**src/rtl/crow_pkg.sv**
```systemverilog
package crow_pkg;
  localparam int SHORT_ROWS = 8;
  localparam int TALL_ROWS  = 11;
  localparam int SROW_W     = $clog2(SHORT_ROWS);

  typedef struct packed {
    logic tall;
    logic two;
  } mode_t;

  typedef enum logic [2:0] {
    ST_ROW,
    ST_DD_REQ,
    ST_DD_WAIT,
    ST_PAT_REQ,
    ST_PAT_WAIT,
    ST_SHIFT,
    ST_LATCH
  } fetch_st_e;
endpackage

```
**src/rtl/crow_seq.sv**
```systemverilog
// Common-line and frame sequencer: picks the row being built, owns the
// per-frame mode sample, the common outputs and the blink frame counter.
module crow_seq
  import crow_pkg::*;
#(
  parameter int NCOM       = 16,
  parameter int ROW_W      = 4,
  parameter int BLINK_LOG2 = 5
) (
  input  logic             clk,
  input  logic             rst_n,
  input  logic             row_start,
  input  logic             row_done,
  input  logic             tall_i,
  input  logic             two_i,
  output mode_t            mode,
  output logic [ROW_W-1:0] cell_row,
  output logic             line_sel,
  output logic             last_row,
  output logic [NCOM-1:0]  com_out,
  output logic             frame_start,
  output logic             blink_phase
);
  localparam int CIDX_W = $clog2(NCOM);
  localparam int FCNT_W = BLINK_LOG2 + 1;

  logic [CIDX_W-1:0] com_idx;
  logic [CIDX_W-1:0] last_com;
  logic [FCNT_W-1:0] frame_cnt;
  logic              wrap;

  always_comb begin
    if (mode.tall)     last_com = CIDX_W'(TALL_ROWS - 1);
    else if (mode.two) last_com = CIDX_W'(2 * SHORT_ROWS - 1);
    else               last_com = CIDX_W'(SHORT_ROWS - 1);
  end

  assign wrap        = (com_idx == last_com);
  assign line_sel    = !mode.tall && (com_idx >= CIDX_W'(SHORT_ROWS));
  assign cell_row    = mode.tall ? ROW_W'(com_idx) : ROW_W'(com_idx[SROW_W-1:0]);
  assign last_row    = (cell_row == (mode.tall ? ROW_W'(TALL_ROWS - 1) : ROW_W'(SHORT_ROWS - 1)));
  assign blink_phase = frame_cnt[FCNT_W-1];

  always_ff @(posedge clk or negedge rst_n) begin
    if (!rst_n) begin
      com_idx     <= '0;
      mode        <= '0;
      com_out     <= '0;
      frame_start <= 1'b0;
      frame_cnt   <= '0;
    end else begin
      frame_start <= 1'b0;
      if (row_start && (com_idx == '0)) begin
        mode.tall <= tall_i;
        mode.two  <= two_i;
      end
      if (row_done) begin
        com_out     <= NCOM'(1) << com_idx;
        frame_start <= wrap;
        if (wrap) begin
          com_idx   <= '0;
          frame_cnt <= frame_cnt + 1'b1;
        end else begin
          com_idx   <= com_idx + 1'b1;
        end
      end
    end
  end
endmodule

```
**src/rtl/crow_overlay.sv**
```systemverilog
// Cursor and blink overlay on one fetched dot row.
module crow_overlay #(
  parameter int DOT_W = 5
) (
  input  logic [DOT_W-1:0] pat_i,
  input  logic             is_cur,
  input  logic             last_row,
  input  logic             cursor_en,
  input  logic             blink_en,
  input  logic             blink_phase,
  output logic [DOT_W-1:0] pat_o
);
  logic blank_on;
  logic under_on;

  assign blank_on = blink_en && blink_phase && is_cur;
  assign under_on = cursor_en && is_cur && last_row;

  always_comb begin
    if (blank_on)      pat_o = {DOT_W{1'b1}};
    else if (under_on) pat_o = {DOT_W{1'b1}};
    else               pat_o = pat_i;
  end
endmodule

```
**src/rtl/crow_shift.sv**
```systemverilog
// Serial segment shift register with a parallel output latch.
module crow_shift #(
  parameter int NSEG = 40
) (
  input  logic            clk,
  input  logic            rst_n,
  input  logic            shift_en,
  input  logic            bit_i,
  input  logic            latch_en,
  output logic [NSEG-1:0] seg_out
);
  logic [NSEG-1:0] sr;

  always_ff @(posedge clk or negedge rst_n) begin
    if (!rst_n) begin
      sr      <= '0;
      seg_out <= '0;
    end else begin
      if (shift_en) sr <= {sr[NSEG-2:0], bit_i};
      if (latch_en) seg_out <= sr;
    end
  end
endmodule

```
**src/rtl/crow_row_serializer.sv**
```systemverilog
module crow_row_serializer
  import crow_pkg::*;
#(
  parameter int          NSEG       = 40,
  parameter int          NCOM       = 16,
  parameter int          DOT_W      = 5,
  parameter int          CODE_W     = 8,
  parameter int          ADDR_W     = 7,
  parameter int          ROW_W      = 4,
  parameter int          CG_SEL_W   = 3,
  parameter int          LINE2_BASE = 64,
  parameter int          BLINK_LOG2 = 5
) (
  input  logic                         clk,
  input  logic                         rst_n,
  input  logic                         host_slot,
  input  logic                         tall_font,
  input  logic                         two_line,
  input  logic                         cursor_en,
  input  logic                         blink_en,
  input  logic [ADDR_W-1:0]            ac,
  output logic                         dd_rd,
  output logic [ADDR_W-1:0]            dd_addr,
  input  logic [CODE_W-1:0]            dd_data,
  output logic                         cg_rd,
  output logic [CG_SEL_W+ROW_W-1:0]    cg_addr,
  input  logic [DOT_W-1:0]             cg_data,
  output logic                         rom_rd,
  output logic [CODE_W+ROW_W-1:0]      rom_addr,
  input  logic [DOT_W-1:0]             rom_data,
  output logic [NSEG-1:0]              seg_out,
  output logic [NCOM-1:0]              com_out,
  output logic                         latch_stb,
  output logic                         frame_start
);
  localparam int NCH   = NSEG / DOT_W;
  localparam int CH_W  = $clog2(NCH);
  localparam int BIT_W = $clog2(DOT_W);

  fetch_st_e           state;
  logic [CH_W-1:0]     char_k;
  logic [BIT_W-1:0]    bit_cnt;
  logic [CODE_W-1:0]   code_q;
  logic [DOT_W-1:0]    hold;

  mode_t               mode;
  logic [ROW_W-1:0]    cell_row;
  logic                line_sel;
  logic                last_row;
  logic                blink_phase;
  logic                row_start;
  logic                row_done;
  logic                shift_en;
  logic                use_cg;
  logic [CG_SEL_W-1:0] cg_sel;
  logic [ADDR_W-1:0]   cur_addr;
  logic [DOT_W-1:0]    pat_raw;
  logic [DOT_W-1:0]    pat_ov;

  assign row_start = (state == ST_ROW);
  assign row_done  = (state == ST_LATCH);
  assign shift_en  = (state == ST_SHIFT);

  // position address: line base plus character index
  assign cur_addr = (line_sel ? ADDR_W'(LINE2_BASE) : '0) + ADDR_W'(char_k);
  assign dd_addr  = cur_addr;
  assign dd_rd    = (state == ST_DD_REQ) && !host_slot;

  // codes with an all-zero upper nibble select user glyphs
  assign use_cg   = (code_q[CODE_W-1:CG_SEL_W+1] == '0);
  assign cg_sel   = mode.tall ? {1'b0, code_q[CG_SEL_W-1:1]} : code_q[CG_SEL_W-1:0];
  assign cg_addr  = {cg_sel, cell_row};
  assign rom_addr = {code_q, cell_row};
  assign cg_rd    = (state == ST_PAT_REQ) && !host_slot && use_cg;
  assign rom_rd   = (state == ST_PAT_REQ) && !host_slot && !use_cg;
  assign pat_raw  = use_cg ? cg_data : rom_data;

  crow_seq #(
    .NCOM      (NCOM),
    .ROW_W     (ROW_W),
    .BLINK_LOG2(BLINK_LOG2)
  ) seq_i (
    .clk        (clk),
    .rst_n      (rst_n),
    .row_start  (row_start),
    .row_done   (row_done),
    .tall_i     (tall_font),
    .two_i      (two_line),
    .mode       (mode),
    .cell_row   (cell_row),
    .line_sel   (line_sel),
    .last_row   (last_row),
    .com_out    (com_out),
    .frame_start(frame_start),
    .blink_phase(blink_phase)
  );

  crow_overlay #(
    .DOT_W(DOT_W)
  ) ovl_i (
    .pat_i      (pat_raw),
    .is_cur     (cur_addr == ac),
    .last_row   (last_row),
    .cursor_en  (cursor_en),
    .blink_en   (blink_en),
    .blink_phase(blink_phase),
    .pat_o      (pat_ov)
  );

  crow_shift #(
    .NSEG(NSEG)
  ) shf_i (
    .clk     (clk),
    .rst_n   (rst_n),
    .shift_en(shift_en),
    .bit_i   (hold[0]),
    .latch_en(row_done),
    .seg_out (seg_out)
  );

  always_ff @(posedge clk or negedge rst_n) begin
    if (!rst_n) begin
      state     <= ST_ROW;
      char_k    <= '0;
      bit_cnt   <= '0;
      code_q    <= '0;
      hold      <= '0;
      latch_stb <= 1'b0;
    end else begin
      latch_stb <= (state == ST_LATCH);
      case (state)
        ST_ROW: begin
          char_k <= CH_W'(NCH - 1);
          state  <= ST_DD_REQ;
        end
        ST_DD_REQ:  if (!host_slot) state <= ST_DD_WAIT;
        ST_DD_WAIT: begin
          code_q <= dd_data;
          state  <= ST_PAT_REQ;
        end
        ST_PAT_REQ: if (!host_slot) state <= ST_PAT_WAIT;
        ST_PAT_WAIT: begin
          hold    <= pat_ov;
          bit_cnt <= '0;
          state   <= ST_SHIFT;
        end
        ST_SHIFT: begin
          hold <= hold >> 1;
          if (bit_cnt == BIT_W'(DOT_W - 1)) begin
            bit_cnt <= '0;
            if (char_k == '0) begin
              state <= ST_LATCH;
            end else begin
              char_k <= char_k - 1'b1;
              state  <= ST_DD_REQ;
            end
          end else begin
            bit_cnt <= bit_cnt + 1'b1;
          end
        end
        ST_LATCH: state <= ST_ROW;
        default:  state <= ST_ROW;
      endcase
    end
  end
endmodule

```
**config.mk**
```make
export PLATFORM = sky130hd
export DESIGN_NAME = crow_row_serializer
export DESIGN_NICKNAME = d
export VERILOG_FILES = /design/src/rtl/crow_pkg.sv /design/src/rtl/crow_seq.sv /design/src/rtl/crow_overlay.sv /design/src/rtl/crow_shift.sv /design/src/rtl/crow_row_serializer.sv
export SDC_FILE = /design/constraint.sdc
export NUM_CORES = 1
export LEC_CHECK = 0
export ABC_AREA = 1
export BUFFER_PORTS_ARGS = -buffer_cell sky130_fd_sc_hd__buf_2
export CELL_PAD_IN_SITES_DETAIL_PLACEMENT = 0
export CELL_PAD_IN_SITES_GLOBAL_PLACEMENT = 1
export CORE_MARGIN = 2
export CORE_UTILIZATION = 41
export DETAILED_ROUTE_END_ITERATION = 8
export PLACE_DENSITY = 0.81
export REMOVE_ABC_BUFFERS = 1
export SLEW_MARGIN = 5
export SYNTH_ARGS = -nofsm -noshare
export SYNTH_HDL_FRONTEND = slang
export SYNTH_SLANG_ARGS = --single-unit
```
**constraint.sdc**
```tcl
create_clock -name clk -period 1.6 [get_ports clk]
set_input_delay 0.24 -clock clk [delete_from_list [all_inputs] [get_ports clk]]
set_output_delay 0.24 -clock clk [all_outputs]
set_load 0.02 [all_outputs]
```
==> impl_results.md, run 1 <==
- Vias in the first global route: 4443
- Clk_skew: 0.00717 ns
- Launching element type of the critical path: flip-flop
- Port bufs: 115
- Fin crit period: 1.68 ns
- Core Util, Final: 0.536
- Worst-path maximum fanout: 3
- Core area: 0.0139 sq mm
- Clock power frac: 0.331
- Hold-critical path depth: 3
- Die span in x: 123 microns
- Syn avg cell area: 8.82 sq um
- # IOs: 119
- H-tree Lvls: 4
- CTS Root Cell: clkbuf_16
- Gr ovfl total: 0
- P_int: 8060 uW
- Seq pwr share: 0.353
- Via count of the routed design: 4667
- Setup TNS: -0.151 ns
- Critical path type: reg -> out
- Total power: 12400 uW
- Pre-antenna DRT Iters: 5
- Element type at the critical path end: output port
- Critical Path AT: 1.44 ns
- Post-Syn Area: 0.00585 sq mm
- Worst vdd rail ir drop: 959 uV
- P&R area growth vs syn: 27.2%
- Final setup vio count: 2
- Fmax: 0.596 GHz
- Worst path required time: 1.36 ns
- Hold crit path type: in -> reg
- Post-synth ARST share: 1.00
- Top_reg_cell synth: dfrtp_1
- Sequential share of the synthesized area: 0.565
- Die Height: 123 microns
- Logic pwr share: 0.317
- Synth area leaders: dfrtp_1 (56%), nand2_1 (13%), o21ai_0 (7.4%)
- Min-delay src: dd_data[0]
- WL final: 12.9 mm
- P_leak: 0.00389 uW
- R2R Path End: seq_i.frame_cnt[3]$_DFFE_PN0P_
- Most frequent cells in the layout: nand2_1 (204), dfrtp_1 (127), buf_2 (110), o21ai_0 (86), inv_1 (74)
- Nets: 835
- WHS Endpoint: code_q[0]$_DFFE_PN0P_
- Final Slew Violations: 0
- Unrepaired setup endpoints after global routing: yes
- Status: finished, violations left
- Post-Synthesis Cells: 663
- Switching share of power: 0.350
- DPL Wire Length: 8.80 mm
- Failing checks: negative setup slack
- Leading cell type in the layout, fill and taps excluded: nand2_1
- Pwr dens: 1670 mW/mm^2
- Effective utilization at floorplan: 0.421
- CTS buffer count: 17
- Antenna-violating nets left: 0
- Initial DRC count: 293
- R2R depth: 7
- Worst R2R Start: state[2]$_DFFE_PN0P_
- Layout cells sized above 1: 0.265
- FP Rows: 43
- Post-route setup slack: -0.0785 ns
- Die area: 0.0152 sq mm
- Global Route Usage Sum: 0.177
- Number of synthesized register bits: 132
- Slew Limit Headroom: 0.602
- Endpoints failing hold: 0
- Vias per cell: 4.74
- Insertion delay to the later sink of the worst-skew pair: 0.42 ns
- Number of remaining DRC errors: 0
- Clock slew at reported path FFs: 0.06 ns
- Synth top area share: 0.565
- Pin count of the biggest net entering global routing: 86
- Maximum clock path buffer count: 2
- Clock sinks: 132
- Yosys top cell by area: dfrtp_1
- Post-synth EDFFs: 0
- First-pass GRT wire length: 20.9 mm
- Fin crit share: 1.05
- Tightest Pin Transition: 0.597 ns
- GP Congestion: 0.815
- Maxcap violations: 0
- Yosys warning count: 0
- Synth unique cells: 33
- Initial antenna violation count: 0
- ANT cells: 0
- Routed length per instance: 13.1 microns
- CTS tree: done
- Reg2reg setup slack: 0.13 ns
- Sw Pwr: 4350 uW
==> worst max path at each step <==
stage                                    from                      to  slack, ns  cells past startpoint
finish                   state[2]$_DFFE_PN0P_                  rom_rd      -0.08                      5
global route            code_q[4]$_DFFE_PN0P_                   cg_rd      -0.12                      4
CTS                      state[2]$_DFFE_PN0P_                   cg_rd      -0.14                      6
detailed placement  seq_i.mode[1]$_DFFE_PN0P_     hold[0]$_DFFE_PN0P_       0.08                      9
global placement    seq_i.mode[1]$_DFFE_PN0P_     hold[0]$_DFFE_PN0P_       0.12                      9
floorplan                state[1]$_DFFE_PN0P_  bit_cnt[0]$_DFFE_PN0P_      -0.49                      6
==> timing repair <==
item	CTS	global route
hold buffers	1	0
pin swaps	5	2
hold endpoints to repair	132	0
setup buffers	7	1
cloned	0	1
setup endpoints to repair	4	12
gates resized for setup	20	7
==> per-layer routing <==
metal / track usage / wire length (microns) / vias up / part of all wire
met4: 0.0739 / 219 / 0 / 0.017
li1: - / - / 2347 / -
met5: 0 / 0 / - / 0
met3: 0.0457 / 659 / 20 / 0.051
met2: 0.275 / 5820 / 132 / 0.45
met1: 0.234 / 6220 / 2168 / 0.48
==> Yosys cell counts (2+ instances only) <==
library cell	number
o21ai_1	17
buf_6	5
buf_2	7
o21ai_0	86
a21oi_1	6
ha_1	11
nand2_1	207
clkbuf_1	12
o21ai_2	8
inv_1	76
buf_4	13
dfrtp_1	132
nand4_1	2
nand3_1	31
inv_2	4
nor2_1	18
nand2_2	2
xnor2_1	5
o41ai_2	3
nor3_1	5
==> final cells by class <==
cell class	count	area (sq um)
multi-input combinational	415	2070
tap	180	225
inverter	81	310
clock buffer	22	474
clock inverter	9	151
timing repair buffer	145	900
sequential	132	3310
fill	1289	6440
==> worst max-delay path, stage by stage, from the launching register on <==
cell	delay, ns
dfrtp_2	0.41
inv_2	0.08
nand2_2	0.08
nor2_4	0.13
and3_1	0.20
buf_6	0.13
==> registers in the layout, summed over array words and instances (netlist names) <==
signal,count
shf_i.sr,40
seq_i.frame_start,1
hold,5
seq_i.frame_cnt,6
char_k,3
latch_stb,1
bit_cnt,3
state,3
seq_i.com_idx,4
seq_i.com_out,16
seq_i.mode,2
shf_i.seg_out,40
code_q,8
==> metrics by stage <==
step	std cells	area, sq um	hold WS (ns)	setup slack (ns)
2_1_floorplan	628	5620	-0.0556	-0.489
3_3_place_gp	943	6640	0.314	0.118
3_5_place_dp	943	6640	0.324	0.0800
4_1_cts	982	7380	0.0121	-0.139
5_1_grt	984	7440	0.0254	-0.121
6_report	984	7440	0.0247	-0.0785
==> cells by family after synthesis <==
kind of cell	Yosys count	synth area share
XOR/XNOR	6	0.00899
adder cells (fa/ha/maj)	11	0.0235
multiplexers	1	0.00193
other	1	0.000641
buffers and inverters	118	0.0924
AO/OA/AOI/OAI	124	0.119
AND/OR/NAND/NOR	270	0.189
flip-flops	132	0.565
==> power groups by stage <==
stage               clock network, uW  logic (uW)  registers [uW]
floorplan                           0        1780            4800
global placement                    0        3510            4370
detailed placement                  0        3590            4410
CTS                              4160        3850            4370
global route                     4320        4370            4450
finish                           4100        3930            4380
Power figures use the tool's default switching activity.
==> run 2: changes to the inputs <==
- GPL_TIMING_DRIVEN: default -> 0
==> run 2 against run 1 <==
The flow still finishes with violations (negative setup slack). Via count increased by 2.8%. Worst hold slack better by 0.0070 ns. Clock power is 14% lower. Non-clock buffer count grew 5. Final cell count grew 0.61%. Count of clock-buffer cells in the layout increased by 3. Critical path depth stayed put. Global-route usage up 0.71 points. Sequential cell count unchanged.
==> impl_results.md, run 2 (synthesis results as in run 1) <==
- CTS Root Cell: clkbuf_16
- P&R area growth vs syn: 28.4%
- P_leak: 0.00387 uW
- Worst path required time: 1.36 ns
- Routed length per instance: 13.9 microns
- Multi-input gate area: 0.00217 sq mm
- Fmax: 0.608 GHz
- Slew Limit Headroom: 0.642
- Crit-path max cell delay: 0.48 ns
- ANT cells: 0
- Top Family by Delay on Critical Path: flip-flops
- Antenna-violating nets left: 0
- Tightest Pin Transition: 0.536 ns
- Layout fillers: 1296
- CTS buffer count: 17
- Gr ovfl total: 0
- Dpl cells: 925
- H-tree Lvls: 4
- Maxcap violations: 0
- Pre-antenna DRT Iters: 4
- R2R Path End: seq_i.com_idx[3]$_DFFE_PN0P_
- Die Height: 123 microns
- Worst vdd rail ir drop: 906 uV
- CP bufs+invs: 2
- Leading cell type in the layout, fill and taps excluded: nand2_1
- GP Congestion: 0.820
- Number of remaining DRC errors: 0
- Clock slew at reported path FFs: 0.06 ns
- Levels on crit path: 5
- # IOs: 119
- Pin count of the biggest net entering global routing: 77
- Final Instance Area: 0.00751 sq mm
- Layout cells sized above 1: 0.284
- Critical Path AT: 1.40 ns
- Worst-path maximum fanout: 6
- Element type at the critical path end: output port
- Final Instance Count excl. Fillers: 990
- Critical path type: reg -> out
- Via count of the routed design: 4800
- Insertion delay to the later sink of the worst-skew pair: 0.41 ns
- Setup TNS: -0.112 ns
- Port bufs: 115
- Failing checks: negative setup slack
- Final Slew Violations: 0
- CP Launch Point: state[1]$_DFFE_PN0P_
- Status: finished, violations left
- Most frequent cells in the layout: nand2_1 (205), dfrtp_1 (124), buf_2 (111), o21ai_0 (82), inv_1 (69)
- CP endpoint: cg_rd
- FP Rows: 43
- Vias in the first global route: 4455
- Crit-path slowest cell: dfrtp_2
- Fin crit share: 1.03
- Initial DRC count: 347
- Clk_skew: 0.00886 ns
- Clock sinks: 132
- Global Route Usage Sum: 0.184
- Dpl cell area: 0.00649 sq mm
- WL final: 13.7 mm
- Unrepaired setup endpoints after global routing: yes
- Die area: 0.0152 sq mm
- Hold crit path type: in -> reg
- Endpoints failing hold: 0
- CTS tree: done
- CP cell instances: nand2_4, nor2_4, inv_2, nor3_2, buf_4
- DPL Wire Length: 8.28 mm
- Worst R2R Start: state[2]$_DFFE_PN0P_
- Die span in x: 123 microns
- Reg2reg setup slack: 0.05 ns
- Initial antenna violation count: 0
- Launching element type of the critical path: flip-flop
- R2R depth: 8
- Pwr dens: 1620 mW/mm^2
- Core area: 0.0139 sq mm
- Final setup vio count: 3
- FF+latch area: 0.00331 sq mm
- First-pass GRT wire length: 21.6 mm
- Fin crit period: 1.64 ns
- Pre-CTS WS: -0.608 ns
- Top Registers: shf_i.seg_out x40, shf_i.sr x40, seq_i.com_out x16
- Maximum clock path buffer count: 2
- Effective utilization at floorplan: 0.421
- Post-route setup slack: -0.0437 ns
- Vias per cell: 4.85
- Nets: 844
[run 2: timing repair]
action,CTS,global route
gates resized for setup,40,13
buffers inserted,13,18
hold buffers,1,0
setup endpoints to repair,122,60
gates cloned,4,1
pin swaps,8,7
hold endpoints to repair,56,0
[run 2: worst min-delay path by stage]
stage                                                to  startpoint  slack (ns)  cells after the start
after floorplan                  bit_cnt[0]$_DFFE_PN0P_       rst_n       -0.06                      0
after global placement            code_q[0]$_DFFE_PN0P_  dd_data[0]        0.44                      3
after detailed placement  shf_i.seg_out[15]$_DFFE_PN0P_       rst_n        0.24                      1
after CTS                         code_q[0]$_DFFE_PN0P_  dd_data[0]        0.02                      3
after global routing              code_q[0]$_DFFE_PN0P_  dd_data[0]        0.03                      3
final                             code_q[0]$_DFFE_PN0P_  dd_data[0]        0.03                      3
[run 2: stage by stage]
stage | utilization | power (uW) | hold slack (ns)
2_1_floorplan | - | 6580 | -0.0556
3_3_place_gp | 0.463 | 7590 | 0.442
3_5_place_dp | 0.468 | 7730 | 0.241
4_1_cts | 0.527 | 11900 | 0.0183
5_1_grt | 0.541 | 13000 | 0.0348
6_report | 0.541 | 12200 | 0.0317
[run 2: layout make-up]
type | count | share of cell area
well taps | 180 | 0.0300
inverters | 81 | 0.0442
clock buffers | 25 | 0.0700
multi-input cells | 419 | 0.290
flip-flops and latches | 132 | 0.441
clock inverters | 3 | 0.00267
repair buffers | 150 | 0.122
[run 2: power by group]
part           leakage, uW  switching (uW)  total (uW)  internal, uW
combinational      0.00183            2700        4200          1500
sequential         0.00178             513        4450          3940
clock             0.000265            1290        3520          2230
[run 2: per-layer routing]
layer  up-vias  track usage  wire length (microns)
met1      2284        0.258                   6700
met2       124        0.276                   6170
met5         -            0                      0
met4         0       0.0618                    120
li1       2377            -                      -
met3        15       0.0484                    735
[run 2: tightest hold or removal path: cells and delay by family]
kind	cells	cell delay [ns]
AND/OR/NAND/NOR	2	0.09
buffers and inverters	1	0.07
